## config.mk

```make
export PLATFORM = sky130hd
export DESIGN_NAME = fbk_integ_conv
export DESIGN_NICKNAME = d
export VERILOG_FILES = /design/src/rtl/fic_pkg.sv /design/src/rtl/fic_sync.sv /design/src/rtl/fic_iter_timer.sv /design/src/rtl/fic_tally.sv /design/src/rtl/fbk_integ_conv.sv
export SDC_FILE = /design/constraint.sdc
export NUM_CORES = 1
export LEC_CHECK = 0
export BUFFER_PORTS_ARGS = -buffer_cell sky130_fd_sc_hd__buf_2
export CORE_MARGIN = 2
export CORE_UTILIZATION = 59
export CTS_CLUSTER_DIAMETER = 80
export DETAILED_ROUTE_END_ITERATION = 16
export PLACE_DENSITY = 0.78
export SLEW_MARGIN = 20
export SYNTH_ARGS = -nofsm -noshare
export SYNTH_HDL_FRONTEND = slang
export SYNTH_SLANG_ARGS = --single-unit
```

## constraint.sdc

```tcl
create_clock -name clk_i -period 2.9 [get_ports clk_i]
set_clock_uncertainty 0.2 [all_clocks]
set_input_delay 0 -clock clk_i [delete_from_list [all_inputs] [get_ports clk_i]]
set_output_delay 0 -clock clk_i [all_outputs]
set_load 0.005 [all_outputs]
```

## src/rtl/fic_pkg.sv

```systemverilog
package fic_pkg;
   typedef enum logic [1:0] {
      ST_IDLE = 2'd0,
      ST_PRE  = 2'd1,
      ST_CONV = 2'd2
   } fic_state_e;
endpackage

```

## src/rtl/fic_sync.sv

```systemverilog
module fic_sync #(
   parameter int STAGES = 2
) (
   input  logic clk_i,
   input  logic rst_ni,
   input  logic d_i,
   output logic q_o
);
   logic [STAGES-1:0] st_q;

   for (genvar i = 0; i < STAGES; i++) begin : g_stage
      if (i == 0) begin : g_first
         always_ff @(posedge clk_i or negedge rst_ni) begin
            if (!rst_ni) st_q[0] <= 1'b0;
            else         st_q[0] <= d_i;
         end
      end else begin : g_next
         always_ff @(posedge clk_i or negedge rst_ni) begin
            if (!rst_ni) st_q[i] <= 1'b0;
            else         st_q[i] <= st_q[i-1];
         end
      end
   end

   assign q_o = st_q[STAGES-1];
endmodule

```

## src/rtl/fic_iter_timer.sv

```systemverilog
module fic_iter_timer #(
   parameter int ITER_CLKS = 13
) (
   input  logic clk_i,
   input  logic rst_ni,
   input  logic run_i,
   output logic dec_o,
   output logic last_o
);
   localparam int PHW = $clog2(ITER_CLKS);
   localparam logic [PHW-1:0] LAST_PH = PHW'(ITER_CLKS - 1);

   logic [PHW-1:0] phase_q;

   always_ff @(posedge clk_i or negedge rst_ni) begin
      if (!rst_ni)                       phase_q <= '0;
      else if (!run_i || phase_q == LAST_PH) phase_q <= '0;
      else                               phase_q <= phase_q + 1'b1;
   end

   assign dec_o  = run_i && (phase_q == '0);
   assign last_o = run_i && (phase_q == LAST_PH);
endmodule

```

## src/rtl/fic_tally.sv

```systemverilog
module fic_tally #(
   parameter int RES_BITS = 14
) (
   input  logic                clk_i,
   input  logic                rst_ni,
   input  logic                clear_i,
   input  logic                step_i,
   input  logic                up_i,
   input  logic                load_i,
   output logic                carry_o,
   output logic [RES_BITS-1:0] result_o
);
   logic [RES_BITS:0]   total_q;
   logic [RES_BITS:0]   ones_q;
   logic [RES_BITS-1:0] res_q;
   logic [RES_BITS-1:0] clamp_w;

   always_ff @(posedge clk_i or negedge rst_ni) begin
      if (!rst_ni) begin
         total_q <= '0;
         ones_q  <= '0;
      end else if (clear_i) begin
         total_q <= '0;
         ones_q  <= '0;
      end else if (step_i) begin
         total_q <= total_q + 1'b1;
         if (up_i) ones_q <= ones_q + 1'b1;
      end
   end

   assign clamp_w = ones_q[RES_BITS] ? '1 : ones_q[RES_BITS-1:0];

   always_ff @(posedge clk_i or negedge rst_ni) begin
      if (!rst_ni)     res_q <= '0;
      else if (load_i) res_q <= clamp_w;
   end

   assign carry_o  = total_q[RES_BITS];
   assign result_o = res_q;
endmodule

```

## src/rtl/fbk_integ_conv.sv

```systemverilog
module fbk_integ_conv
   import fic_pkg::*;
#(
   parameter int RES_BITS    = 14,
   parameter int ITER_CLKS   = 13,
   parameter int PRE_ITERS   = 256,
   parameter int SYNC_STAGES = 2
) (
   input  logic                clk_i,
   input  logic                rst_ni,
   input  logic                cmp_i,
   input  logic                start_i,
   input  logic                precharge_i,
   output logic                fb_o,
   output logic                done_o,
   output logic [RES_BITS-1:0] result_o
);
   localparam int PW = (PRE_ITERS > 1) ? $clog2(PRE_ITERS) : 1;

   if (RES_BITS < 2 || RES_BITS > 30) begin : g_bad_res
      $error("RES_BITS out of range");
   end
   if (ITER_CLKS < 2) begin : g_bad_iter
      $error("ITER_CLKS must be at least 2");
   end
   if (PRE_ITERS < 0) begin : g_bad_pre
      $error("PRE_ITERS must not be negative");
   end
   if (SYNC_STAGES < 2) begin : g_bad_sync
      $error("SYNC_STAGES must be at least 2");
   end

   fic_state_e state_q;
   logic cmp_s, dec_w, last_w, busy_w, carry_w;
   logic pre_end_w, pre_req_w, accept_w, finish_w;
   logic fb_q, done_q;

   assign busy_w   = (state_q != ST_IDLE);
   assign accept_w = start_i && (state_q == ST_IDLE);
   assign finish_w = (state_q == ST_CONV) && last_w && carry_w;

   fic_sync #(.STAGES(SYNC_STAGES)) u_sync (
      .clk_i (clk_i),
      .rst_ni(rst_ni),
      .d_i   (cmp_i),
      .q_o   (cmp_s)
   );

   fic_iter_timer #(.ITER_CLKS(ITER_CLKS)) u_timer (
      .clk_i (clk_i),
      .rst_ni(rst_ni),
      .run_i (busy_w),
      .dec_o (dec_w),
      .last_o(last_w)
   );

   fic_tally #(.RES_BITS(RES_BITS)) u_tally (
      .clk_i   (clk_i),
      .rst_ni  (rst_ni),
      .clear_i (accept_w),
      .step_i  (dec_w && (state_q == ST_CONV)),
      .up_i    (cmp_s),
      .load_i  (finish_w),
      .carry_o (carry_w),
      .result_o(result_o)
   );

   if (PRE_ITERS == 0) begin : g_nopre
      assign pre_end_w = 1'b1;
      assign pre_req_w = 1'b0;
   end else begin : g_pre
      logic [PW-1:0] pre_q;
      always_ff @(posedge clk_i or negedge rst_ni) begin
         if (!rst_ni)                          pre_q <= '0;
         else if (accept_w)                    pre_q <= '0;
         else if (state_q == ST_PRE && last_w) pre_q <= pre_q + 1'b1;
      end
      assign pre_end_w = (pre_q == PW'(PRE_ITERS - 1));
      assign pre_req_w = precharge_i;
   end

   always_ff @(posedge clk_i or negedge rst_ni) begin
      if (!rst_ni) begin
         state_q <= ST_IDLE;
      end else begin
         unique case (state_q)
            ST_IDLE: if (start_i) state_q <= pre_req_w ? ST_PRE : ST_CONV;
            ST_PRE:  if (last_w && pre_end_w) state_q <= ST_CONV;
            ST_CONV: if (finish_w) state_q <= ST_IDLE;
            default: state_q <= ST_IDLE;
         endcase
      end
   end

   always_ff @(posedge clk_i or negedge rst_ni) begin
      if (!rst_ni) begin
         fb_q   <= 1'b0;
         done_q <= 1'b0;
      end else begin
         done_q <= finish_w;
         if (finish_w)   fb_q <= 1'b0;
         else if (dec_w) fb_q <= cmp_s;
      end
   end

   assign fb_o   = fb_q;
   assign done_o = done_q;
endmodule

```

==> results.tsv <==
stage	metric	value	unit
critical_path	Critical Path Max Stage Delay	530	ps
global_route	gr ovfl total	0	
clock_network	post-CTS setup buffers	0	
global_route	met1 usage	30.9	%
layout	Fill cells	380	
clock_network	CTS tree	built	
power	Pwr Total	2.11	mW
clock_network	worst skew pair latency	340	ps
clock_network	Max clock buf depth	2	
critical_path	crit path cell chain	inv_1 -> ha_1 -> nor3b_2 -> buf_4 -> nand3_2 -> or4_1 -> a21oi_1	
layout	most common cell after layout, fill and taps aside	dfrtp_1	
run_status	outcome	complete, no violations	
critical_path	worst endpoint required time	2950	ps
timing	Highest Clock Rate	419	MHz
floorplanning	core area	0.00472	sq mm
layout	fin area	0.00329	sq mm
global_route	largest net degree at the start of global routing	36	
job	max-capacitance violation count	0	
logic_synthesis	top post-synthesis cells by area	dfrtp_1, nor2_1, xor2_1	
critical_path	Worst Setup End Kind	flip-flop	
layout	ratio of cells with drive above 1 in the final layout	13.0	%
layout	final cell count without fillers	397	
critical_path	arrival time worst endpoint	2440	ps
clock_network	Root Buffer	clkbuf_8	
timing	Hold Vio Cnt, Final	0	
layout	most frequent cells in the layout	dfrtp_1, nor2_1, nand2_1	
global_route	vias in the first global route	2083	
clock_network	Num CTS Buffers	9	
timing	Tcrit/Tclk final	82.4	%
critical_path	Crit Path Class	flip-flop to flip-flop	
critical_path	Crit-path slowest cell	or4_1	
layout	final net count	336	
drt	antenna-violating nets left	0	
logic_synthesis	YS warnings	0	
power	PD cells	641	mW/mm^2
hold_path	Hold Path Class	input pin to asynchronous set/reset pin	
logic_synthesis	register area share after synthesis	53.7	%
clock_network	H-Tree Depth	3	
place	placed cell area	0.00306	sq mm
timing	WHS	79.1	ps
logic_synthesis	Distinct cells, synth	35	
drt	Routed WL per cell	13.7	um
logic_synthesis	Post-Syn Area	0.00289	sq mm
timing	Slew @ Worst Pin	765	ps
global_route	first-pass GRT wire length	9.37	mm
logic_synthesis	Synth Instances	299	
timing	Slew Viols, Final	0	
timing	RSZ-0062 raised after global routing	no	
logic_synthesis	syn nets	309	
floorplanning	# IOs	21	
layout	Syn-to-layout area delta	13.7	%
drt	Via-to-Cell Ratio	5.52	
floorplanning	initial core utilization	61.2	%
clock_network	CTS Sinks	62	
logic_synthesis	largest area contributor in the netlist	dfrtp_1	
floorplanning	die width	74.0	um
global_route	GR Util met2	34.7	%
clock_network	Worst-path clk slew	60	ps
drt	drc violations	0	
logic_synthesis	FF+latch count, synth	62	
logic_synthesis	Synth top area share	53.7	%
power	LEAKAGE	1.48	nW
drt	routed via count	2193	
timing	# setup viols final	0	
floorplanning	num rows	25	
power	Max VDD drop	571	uV
global_route	gr busiest metal	met2	
timing	Worst Slack Setup Final	511	ps
timing	setup TNS	0	ps
place	GP Congestion	0.813	
floorplanning	DIE AREA	0.00547	sq mm
layout	Post-Route Utilization	69.6	%
floorplanning	die height	74.0	um
layout	n_diodes	0	
global_route	M3 GR Usage	5.83	%
logic_synthesis	Mean Syn Cell Area	9.67	sq um
drt	Pre-Repair DR Iteration Count	4	
global_route	Total GRT Usage	23.0	%
place	port bufs	20	
timing	worst rel slew slack	49.0	%
place	pre-CTS setup slack	527	ps
drt	DR iter-0 viols	134	
place	Inst Count DP	378	
place	HPWL Detailed	3.70	mm
timing	fin crit period	2390	ps
critical_path	CP startpoint kind	flip-flop	
global_route	initial antenna violation count	0	
critical_path	crit path max fanout	8	
drt	final wirelength	5.45	mm
[critical path: cells and delay by family (launching register included)]
kind                       cells  cell delay (ps)
DFF                            1              400
and+or+nand+nor                3             1050
buffers and inverters          2              300
AOI/OAI and AO/OA              1              170
adders and majority gates      1              180
[final timing paths]
| kind | from | endpoint | slack, ps | cells after the start |
|---|---|---|---|---|
| min in group clk_i | cmp_i | u_sync.st_q[0]$_DFF_PN0_ | 110 | 2 |
| max in group asynchronous | rst_ni | state_q[0]$_DFFE_PN0P_ | 1710 | 3 |
| worst max-delay path | u_timer.phase_q[0]$_DFF_PN0_ | u_tally.total_q[13]$_DFFE_PN0P_ | 510 | 7 |
| worst min-delay path | rst_ni | u_tally.result_o[2]$_DFFE_PN0P_ | 80 | 2 |
| worst min register to register | u_sync.st_q[0]$_DFF_PN0_ | u_sync.q_o$_DFF_PN0_ | 150 | 0 |
| worst max register to register | u_timer.phase_q[0]$_DFF_PN0_ | u_tally.total_q[13]$_DFFE_PN0P_ | 510 | 7 |
[metal layers]
layer | routed length (um) | part of all wire (%)
met1 | 2630 | 48
met2 | 2410 | 44
met3 | 283 | 5.2
met4 | 123 | 2.3
met5 | 0 | 0
[where the power goes]
part	internal, mW	total (mW)	switching [mW]
combinational	0.147	0.402	0.255
clock	0.400	0.703	0.303
sequential	0.929	1.00	0.0743
total	1.48	2.11	0.632
[sequential cells by signal, indices dropped and copies added, names as in the netlist]
name and flops:
done_o 1, fb_o 1, g_pre.pre_q 8, state_q 2, u_sync.q_o 1, u_sync.st_q 1, u_tally.ones_q 15, u_tally.result_o 14
u_tally.total_q 15, u_timer.phase_q 4
[cell usage after synthesis, drive strengths merged]
cell type and n:
ha 5, dfrtp 62, and2 5, and4bb 1, and3b 1, buf 3, or4 8, a2bb2oi 1
and4 2, nand2b 1, a21o 1, o21ai 22, and4b 1, or3 6, a21oi 16, clkbuf 11
o31ai 12, mux2i 2, nand4 12, nand3 17, and3 1, o211ai 6, o21a 1, nor2 39
nor3b 1, or2 2, xnor2 5, nand2 28, xor2 13, nor2b 2, inv 11, nor3 1
[layout make-up]
cell class	instances	area, sq um	share of cell area, %
Sequential cell	62	1550	47.2
Multi-Input combinational cell	212	1240	37.7
Clock buffer	15	186	5.67
Timing Repair Buffer	30	185	5.63
Tap cell	67	83.8	2.55
Inverter	11	41.3	1.26
[cell families (layout without fill, tap and decap cells)]
family | after synthesis | count (layout) | synth area share [%]
mux | 2 | 2 | 0.693
xor+xnor | 18 | 18 | 5.45
buf+inv | 25 | 56 | 3.46
simple gates | 128 | 128 | 22.5
fa+ha+maj | 5 | 5 | 2.16
compound gates | 59 | 59 | 12.1
flops | 62 | 62 | 53.7
[repair_timing]
action                                  in CTS  in global routing
gates resized for setup                      0                  0
endpoints found under the setup margin       0                  0
endpoints found under the hold margin       37                  0
hold buffers                                 4                  0
(Power assumes the default switching activity.)
